File: src/rtl/pmc_pkg.sv
package pmc_pkg;
  typedef struct packed {
    logic       lock;
    logic [1:0] rsv;
    logic [1:0] amode;
    logic       x;
    logic       w;
    logic       r;
  } pmc_cfg_t;

  localparam logic [1:0] AMODE_OFF = 2'b00;
  localparam logic [2:0] PERM_ALL  = 3'b111;
  localparam logic [2:0] PERM_NONE = 3'b000;

  function automatic logic [2:0] cfg_perm(input pmc_cfg_t c);
    return {c.x, c.w, c.r};
  endfunction
endpackage

File: src/rtl/pmc_span.sv
module pmc_span #(
  parameter int ADDR_W = 32,
  parameter int PAGE_W = 12
) (
  input  logic [ADDR_W-1:0] addr,
  input  logic [ADDR_W-1:0] size,
  output logic [ADDR_W-1:0] last
);
  localparam logic [ADDR_W-1:0] PAGE_MASK = {{(ADDR_W-PAGE_W){1'b0}}, {PAGE_W{1'b1}}};
  localparam logic [ADDR_W-1:0] ONE       = {{(ADDR_W-1){1'b0}}, 1'b1};

  always_comb begin
    if (size == '0) last = addr | PAGE_MASK;
    else            last = addr + size - ONE;
  end
endmodule

File: src/rtl/pmc_entry_hit.sv
module pmc_entry_hit #(
  parameter int ADDR_W = 32
) (
  input  logic [ADDR_W-1:0] lo,
  input  logic [ADDR_W-1:0] hi,
  input  logic              active,
  input  logic [ADDR_W-1:0] first,
  input  logic [ADDR_W-1:0] last,
  output logic              touch,
  output logic              partial
);
  logic in_first, in_last;
  always_comb begin
    in_first = active && (first >= lo) && (first <= hi);
    in_last  = active && (last  >= lo) && (last  <= hi);
    touch    = in_first | in_last;
    partial  = in_first ^ in_last;
  end
endmodule

File: src/rtl/pmc_pick.sv
module pmc_pick #(
  parameter int N     = 8,
  parameter int IDX_W = 3
) (
  input  logic [N-1:0]     touch,
  input  logic [N-1:0]     partial,
  output logic             hit,
  output logic [IDX_W-1:0] idx,
  output logic             part
);
  always_comb begin
    hit  = 1'b0;
    idx  = '0;
    part = 1'b0;
    for (int i = N-1; i >= 0; i--) begin
      if (touch[i]) begin
        hit  = 1'b1;
        idx  = IDX_W'(i);
        part = partial[i];
      end
    end
  end
endmodule

File: src/rtl/pmc_top.sv
module pmc_top #(
  parameter int N      = 8,
  parameter int ADDR_W = 32,
  parameter int PAGE_W = 12,
  localparam int IDX_W = (N > 1) ? $clog2(N) : 1
) (
  input  logic              clk,
  input  logic              rst_n,
  input  logic              req_valid,
  input  logic [ADDR_W-1:0] req_addr,
  input  logic [ADDR_W-1:0] req_size,
  input  logic [2:0]        req_perm,
  input  logic              req_mmode,
  input  logic [N*ADDR_W-1:0] ent_lo,
  input  logic [N*ADDR_W-1:0] ent_hi,
  input  logic [N*8-1:0]    ent_cfg,
  output logic              rsp_valid,
  output logic              rsp_allow,
  output logic              rsp_hit,
  output logic [IDX_W-1:0]  rsp_index,
  output logic [2:0]        rsp_perm
);
  import pmc_pkg::*;

  // stage 1: captured request
  logic              s1_valid;
  logic [ADDR_W-1:0] s1_addr, s1_size;
  logic [2:0]        s1_perm;
  logic              s1_mm;

  always_ff @(posedge clk or negedge rst_n) begin
    if (!rst_n) begin
      s1_valid <= 1'b0;
      s1_addr  <= '0;
      s1_size  <= '0;
      s1_perm  <= '0;
      s1_mm    <= 1'b0;
    end else begin
      s1_valid <= req_valid;
      if (req_valid) begin
        s1_addr <= req_addr;
        s1_size <= req_size;
        s1_perm <= req_perm;
        s1_mm   <= req_mmode;
      end
    end
  end

  // decision logic
  logic [ADDR_W-1:0] last_byte;
  logic [N-1:0]      touch, partial, active;
  pmc_cfg_t          cfg [N];

  pmc_span #(.ADDR_W(ADDR_W), .PAGE_W(PAGE_W)) u_span (
    .addr(s1_addr), .size(s1_size), .last(last_byte)
  );

  for (genvar g = 0; g < N; g++) begin : g_ent
    assign cfg[g]    = pmc_cfg_t'(ent_cfg[g*8 +: 8]);
    assign active[g] = (cfg[g].amode != AMODE_OFF);
    pmc_entry_hit #(.ADDR_W(ADDR_W)) u_hit (
      .lo(ent_lo[g*ADDR_W +: ADDR_W]),
      .hi(ent_hi[g*ADDR_W +: ADDR_W]),
      .active(active[g]),
      .first(s1_addr),
      .last(last_byte),
      .touch(touch[g]),
      .partial(partial[g])
    );
  end

  logic             pk_hit, pk_part;
  logic [IDX_W-1:0] pk_idx;

  pmc_pick #(.N(N), .IDX_W(IDX_W)) u_pick (
    .touch(touch), .partial(partial),
    .hit(pk_hit), .idx(pk_idx), .part(pk_part)
  );

  logic [2:0] nx_perm;
  logic       nx_allow;
  pmc_cfg_t   sel_cfg;

  always_comb begin
    sel_cfg = cfg[pk_idx];
    if (pk_hit) begin
      if (pk_part)                     nx_perm = PERM_NONE;
      else if (s1_mm && !sel_cfg.lock) nx_perm = PERM_ALL;
      else                             nx_perm = cfg_perm(sel_cfg);
    end else begin
      if (s1_mm || (active == '0))     nx_perm = PERM_ALL;
      else                             nx_perm = PERM_NONE;
    end
    nx_allow = ((s1_perm & ~nx_perm) == 3'b000) && !(pk_hit && pk_part);
  end

  // stage 2: registered response
  always_ff @(posedge clk or negedge rst_n) begin
    if (!rst_n) begin
      rsp_valid <= 1'b0;
      rsp_allow <= 1'b0;
      rsp_hit   <= 1'b0;
      rsp_index <= '0;
      rsp_perm  <= '0;
    end else begin
      rsp_valid <= s1_valid;
      if (s1_valid) begin
        rsp_allow <= nx_allow;
        rsp_hit   <= pk_hit;
        rsp_index <= pk_idx;
        rsp_perm  <= nx_perm;
      end
    end
  end
endmodule

File: config.mk
export PLATFORM = sky130hd
export DESIGN_NAME = pmc_top
export DESIGN_NICKNAME = d
export VERILOG_FILES = /design/src/rtl/pmc_pkg.sv /design/src/rtl/pmc_span.sv /design/src/rtl/pmc_entry_hit.sv /design/src/rtl/pmc_pick.sv /design/src/rtl/pmc_top.sv
export SDC_FILE = /design/constraint.sdc
export NUM_CORES = 2
export LEC_CHECK = 0
export ABC_AREA = 1
export BUFFER_PORTS_ARGS = -buffer_cell sky130_fd_sc_hd__buf_2
export CORE_ASPECT_RATIO = 1.75
export CORE_UTILIZATION = 28
export DETAILED_ROUTE_END_ITERATION = 10
export MAX_ROUTING_LAYER = met4
export PLACE_DENSITY = 0.56
export SLEW_MARGIN = 25
export SYNTH_ARGS = -nofsm -noshare
export SYNTH_HDL_FRONTEND = slang
export SYNTH_SLANG_ARGS = --single-unit
File: constraint.sdc
create_clock -name clk -period 12 [get_ports clk]
set_input_delay 1.2 -clock clk [delete_from_list [all_inputs] [get_ports clk]]
set_output_delay 1.2 -clock clk [all_outputs]
set_load 0.01 [all_outputs]
### Word level (Yosys, flattened, before mapping)

Index checks and enable logic that the tools add are counted.
Widths: inputs -> output; s select.

| word-level totals | value |
|---|---|
| flip-flop bits (word level) | 78 |
| input bits | 647 |
| output and inout port bits | 9 |
| logic and storage cells | 145 |

| operators by class | value |
|---|---|
| $add $sub $neg | 2 |
| order comparisons | 33 |
| muxes and demuxes | 32 |
| bitwise operators | 19 |
| reductions and logical operators | 49 |

Operator list:

| operator | count |
|---|---|
| $ge 32x32->1 | 16 |
| $le 32x32->1 | 16 |
| $mux 3 | 12 |
| $logic_and 1x1->1 | 35 |
| $add 32x32->32 | 1 |
| $logic_not 32->1 | 1 |
| $mux 32 | 1 |
| $sub 32x1->32 const B | 1 |
| $bmux 8 s3 | 1 |
| $mux 1 | 16 |
| $mux 8 | 2 |
| $reduce_bool 2->1 | 8 |
| $logic_not 8->1 | 1 |
| $or 1x1->1 | 8 |
| $xor 1x1->1 | 8 |
| $ge 4x4->1 const B | 1 |
| $not 3->4 | 1 |
| $and 3x3->3 | 1 |
| $logic_not 3->1 | 1 |
| $not 3->3 | 1 |
| $logic_not 1->1 | 2 |
| $logic_or 1x1->1 | 1 |

### Depth between registers and ports, before layout

| depth | value |
|---|---|
| word-level depth | 28 |
| depth in mapped cells | 51 |
| depth with buffers taken out | 51 |

### Hierarchy

Synthesis repeated with hierarchy kept, for this count alone.

| unflattened totals | value |
|---|---|
| cells, all modules | 4952 |
| area, all modules | 32552.5 sq um |

Modules (own cells, without submodules):

| module | times used | cells each | area each (sq um) | seq. area each (sq um) |
|---|---|---|---|---|
| pmc_entry_hit | 8 | 491 | 3189.3 | 0.0 |
| pmc_span | 1 | 713 | 3485.8 | 0.0 |
| pmc_top | 1 | 276 | 3385.7 | 1951.9 |
| pmc_pick | 1 | 35 | 166.4 | 0.0 |

### Worst setup path before layout

Ideal clock, no wire load.

| timing path | value |
|---|---|
| kind | register -> register |
| from | reg s1_addr[1] |
| to | reg rsp_allow |
| setup time | 0.121 ns |
| data arrival time | 5.822 ns |
| required time | 11.879 ns |
| path slack | 6.057 ns |
| stages on the path, launching flop included | 45 |
| buffers on the path | 1 |
| clock period less this slack | 5.943 ns |
| cells stage by stage | dfrtp_1 inv_1 ha_1 inv_1 ha_1 inv_1 fa_1 inv_1 nand3_1 nand2_1 nand2_1 nand2_1 inv_1 nor2_1 nor2_2 inv_1 a21oi_2 xor2_1 (+9 left out) nand3_1 ha_1 nand2_1 nand2_1 nand2_1 nand2_1 nand2_2 nand2_4 nand2_4 buf_6 o211ai_1 nand3_1 nand2_1 nand2_1 nand2_1 nand3_1 nand2_1 o21ai_1 |

| between the ends | value |
|---|---|
| word-level cells in the longest chain between the ends | 28 |
| elaborated cells on any way between the ends | 122 |
| classes of those cells | add/sub: 2; order compare: 32; mux: 31; bitwise: 19; reduce/logical: 38 |

RTL lines:

| item | RTL line | RTL |
|---|---|---|
| start: declaration | pmc_top.sv:27 | `logic [ADDR_W-1:0] s1_addr, s1_size;` |
| start signal: assignment | pmc_top.sv:41 | `s1_addr <= req_addr;` |
| $add 32x32->32 | pmc_span.sv:14 | `else last = addr + size - ONE;` |
| $sub 32x1->32 | pmc_span.sv:14 |  |
| $mux 32 | pmc_span.sv:13 | `if (size == '0) last = addr \| PAGE_MASK;` |
| $ge 32x32->1 | pmc_entry_hit.sv:15 | `in_last = active && (last >= lo) && (last <= hi);` |
| $logic_and 1x1->1 (2 in series) | pmc_entry_hit.sv:15 |  |
| $or 1x1->1 | pmc_entry_hit.sv:16 | `touch = in_first \| in_last;` |
| $mux 3 (8 in series) | pmc_pick.sv:16 | `if (touch[i]) begin` |
| $not 3->4 (not written as such) | pmc_top.sv:85 | `sel_cfg = cfg[pk_idx];` |
| (+4 left out) | n/a |  |
| $logic_and 1x1->1 | pmc_top.sv:88 | `else if (s1_mm && !sel_cfg.lock) nx_perm = PERM_ALL;` |
| $mux 3 | pmc_top.sv:88 |  |
| $mux 3 | pmc_top.sv:87 | `if (pk_part) nx_perm = PERM_NONE;` |
| $mux 3 | pmc_top.sv:86 | `if (pk_hit) begin` |
| $not 3->3 | pmc_top.sv:94 | `nx_allow = ((s1_perm & ~nx_perm) == 3'b000) && !(pk_hit && pk_part);` |
| $and 3x3->3 | pmc_top.sv:94 |  |
| $logic_not 3->1 | pmc_top.sv:94 |  |
| $logic_and 1x1->1 * | pmc_top.sv:94 |  |
| end signal: assignment | pmc_top.sv:108 | `rsp_allow <= nx_allow;` |
| end: declaration | pmc_top.sv:18 | `output logic rsp_allow,` |

Mark *: on every way between the ends. The rest lies on a longest branch, timed or not. The select of a mux whose other input is x is not followed.
A chain may end at the register's enable or synchronous reset.

### Worst setup path in the final report

Same ends and word-level chain as after synthesis.

==> impl_metrics.csv <==
group,metric,value,unit
cells_and_area,fill_cells,11693,
synthesis,yosys_most_used_dff,"sky130_fd_sc_hd__dfrtp_1",
cts,clkSlewWorstSetupHoldPaths,0.07,ns
drt,drc_violation_count_after_routing,0,
synthesis,postSynthRegisterBits,78,
cts,post-cts-setup-buffers,0,
synthesis,post_synth_inst_count,4253,
cts,postCtsResizedCells,0,
synthesis,synth_area_leader_cell,"sky130_fd_sc_hd__ha_1",
synthesis,edff_count_synth,0,
critical_path,worst-setup-path-type,"reg -> reg",
drt,postRouteWirelength,137000,um
grt,grt.total_usage,25.3,%
timing,finalHoldViolations,0,
grt,global_route.usage.met3,1.98,%
drt,avgViaCountPerCell,5.12,
cts,ctsRootBufferMaster,"sky130_fd_sc_hd__clkbuf_16",
cts,worstSkewPairLatency,0.34,ns
timing,final.setup.tns,0,ns
status,run_status,"finished clean",
timing,drv_slew,0,
synthesis,netlist_top_cells_area,"sky130_fd_sc_hd__ha_1 (46%), sky130_fd_sc_hd__inv_1 (10%), sky130_fd_sc_hd__nand2_1 (8.7%)",
synthesis,yosysSeqAreaShare,6.52,%
drt,drt-initial-drc-count,1701,
grt,global_route.overflow_total,0,
synthesis,synth_largest_type_area_fraction,45.7,%
cells_and_area,drive_gt1_share,16.0,%
power,pwr_density_cell,136,nW/um2
drt,detailedRoute.firstPassIterationCount,5,
grt,grt_first_pass_wirelength,196000,um
floorplanning,die_y,435,um
place,buffers_on_ports,639,
cts,numCtsBuffers,9,
synthesis,yosysWarningCount,0,
timing,unrepaired_setup_endpoints_after_global_routing,"false",
critical_path,critPathMaxStageDelay,0.58,ns
synthesis,share_of_async_settable_or_async_resettable_flops_after_synthesis,100,%
critical_path,cp_slowest_cell,"sky130_fd_sc_hd__nor4_1",
timing,fmax,137,MHz
timing,max_slew.worst_pin.slew,1.11,ns
critical_path,crit_path_max_fanout,17,
cts,tritoncts_num_sinks,78,
synthesis,unique_masters_post_synth,60,
critical_path,critical_path.most_common_cell,"sky130_fd_sc_hd__nand2_1",
grt,grt_start_max_net_pins,75,
power,power.static_leakage,20.6,nW
floorplanning,initial_utilization,28.3,%
critical_path,worst_path_dominant_cell_family,"simple AND/OR/NAND/NOR gates",
critical_path,critical_path_required,12.28,ns
synthesis,post_synthesis_instance_area,30000,um2
critical_path,cp_num_buf_inv,10,
grt,use_met1,30.6,%
timing,finalCriticalPeriod,7.32,ns
cells_and_area,fin_nets,6694,
critical_path,critical_path_data_arrival_time,7.59,ns
cts,h_tree_levels,3,
timing,slew_headroom,24.4,%
floorplanning,num_rows,158,
power,vdd.ir_drop.worst,130,uV
cts,tritoncts,"done",
timing,timing.final.crit_share,61.0,%
drt,wl_per_cell,21.6,um
floorplanning,die_width,249,um
drt,via_count,32489,
cts,postCtsHoldBufs,0,
grt,grt_most_used_layer,"met2",
timing,clock_skew,0.00896,ns
critical_path,critPathCaptureType,"register",
place,dp.final_hpwl,117000,um
synthesis,synthesis.nets,5994,
cells_and_area,layout.cells.non_filler,6342,
floorplanning,die_area,108000,um2
cells_and_area,flow.area_growth_from_synthesis,19.3,%
cts,cts_max_path_buffers,2,
place,finalWeightedCongestion,0.974,
synthesis,mean_instance_size_in_the_synthesized_netlist,7.04,um2
critical_path,setup.worst_path.start_class,"register",
worst_hold_path,hold_path_class,"reg -> reg",
grt,first_global_vias,31500,
drt,ant_nets,0,
place,numPlacedInstances,6302,
floorplanning,design.core.area,106000,um2
floorplanning,floorplan.io_pins,656,
job,maxCapViolCount,0,
grt,grt_use_met2,42.6,%
timing,timing.final.setup_violations,0,
grt,antenna_violations_before_repair,31,
layer usage:
layer  vias to the layer above  routed length (um)
met2                      1081               64600
li1                      16220                   -
met5                         -                   0
met1                     14939               59700
met4                         0                6690
met3                       249                6020
cell type report:
type                            count  area [um2]  area share (%)
Tap cell                         1360        1700            4.76
Multi-Input combinational cell   3327       24900            69.5
Inverter                          826        3100            8.67
Clock inverter                      7         104           0.291
Sequential cell                    78        1950            5.46
Clock buffer                        9         225           0.630
Antenna cell                       24        60.1           0.168
Timing Repair Buffer              711        3750            10.5
cells in the mapped netlist, drive strengths merged, types with 4 or more instances:
library cell and count:
mux2 5, buf 6, and3 6, o211ai 41, a2111oi 4, nand3 116
dfrtp 78, o221ai 17, o221a 11, nand4 105, a211oi 61, a21o 14
nor4 28, xor2 7, ha 1093, nand2 703, o21bai 9, o21ai 239
clkbuf 16, nor2 210, o31ai 6, xnor2 5, o21a 25, inv 825
nor3 54, a21oi 494, o2111ai 13, a31oi 24, or2 14
logic make-up after synthesis:
logic type | after synthesis | share of synthesized area (%)
compound gates | 974 | 18.7
xor+xnor | 12 | 0.351
fa+ha+maj | 1094 | 45.7
buf+inv | 848 | 10.7
flops | 78 | 6.52
mux | 5 | 0.188
simple gates | 1242 | 17.8
state kept, by name, summed over array words and instances (netlist names):
signal,count
s1_valid,1
rsp_allow,1
rsp_hit,1
s1_mm,1
s1_size,32
rsp_index,3
s1_addr,32
rsp_perm,3
s1_perm,3
rsp_valid,1
path summary, 6_finish.rpt:
kind / cells after the start / startpoint / end / slack [ns]
min in group asynchronous: 1 / rst_n / s1_size[26] / 0.64
hold reg to reg: 2 / rsp_hit / rsp_hit / 0.49
setup reg to reg: 47 / s1_addr[1] / rsp_allow / 4.68
hold / removal: 2 / rsp_hit / rsp_hit / 0.49
setup / recovery: 47 / s1_addr[1] / rsp_allow / 4.68
max in group asynchronous: 2 / rst_n / s1_addr[12] / 10.45
through the flow:
| stage | area [um2] | utilization [%] | hold WS [ns] | total power, mW | setup WS [ns] |
|---|---|---|---|---|---|
| 2_1_floorplan | 30000 | - | 0.480 | 3.01 | 6.06 |
| 3_3_place_gp | 35300 | 33.4 | 0.465 | 4.44 | 4.62 |
| 3_5_place_dp | 35300 | 33.4 | 0.479 | 4.55 | 4.62 |
| 4_1_cts | 35700 | 33.7 | 0.496 | 4.89 | 4.58 |
| 5_1_grt | 35700 | 33.7 | 0.513 | 5.47 | 3.91 |
| 6_report | 35700 | 33.7 | 0.490 | 4.87 | 4.68 |
cells in the final DEF, fill, tap and decap left out, types with 25 or more instances in the layout:
cell type                  instances
sky130_fd_sc_hd__nor2_1          207
sky130_fd_sc_hd__nand2_1         697
sky130_fd_sc_hd__nor4_1           27
sky130_fd_sc_hd__nand4_1         105
sky130_fd_sc_hd__o211ai_1         41
sky130_fd_sc_hd__nor3_1           53
sky130_fd_sc_hd__a21oi_1         486
sky130_fd_sc_hd__inv_1           822
sky130_fd_sc_hd__nand3_1         112
sky130_fd_sc_hd__dfrtp_1          78
sky130_fd_sc_hd__buf_2           637
sky130_fd_sc_hd__o21a_1           25
sky130_fd_sc_hd__buf_4            73
sky130_fd_sc_hd__o21ai_0         224
sky130_fd_sc_hd__a211oi_1         61
sky130_fd_sc_hd__ha_1           1093
tightest hold or removal path: cells and delay by family (launching register included):
kind               cells  cell delay [ns]
and+or+nand+nor        1             0.05
DFF                    1             0.34
AOI/OAI and AO/OA      1             0.06
report_power, final:
group	internal, mW	switching [mW]
combinational	1.51	2.74
clock	0.185	0.128
sequential	0.296	0.0160
total	1.99	2.88
Note: power is estimated with default switching activity, not from simulation.
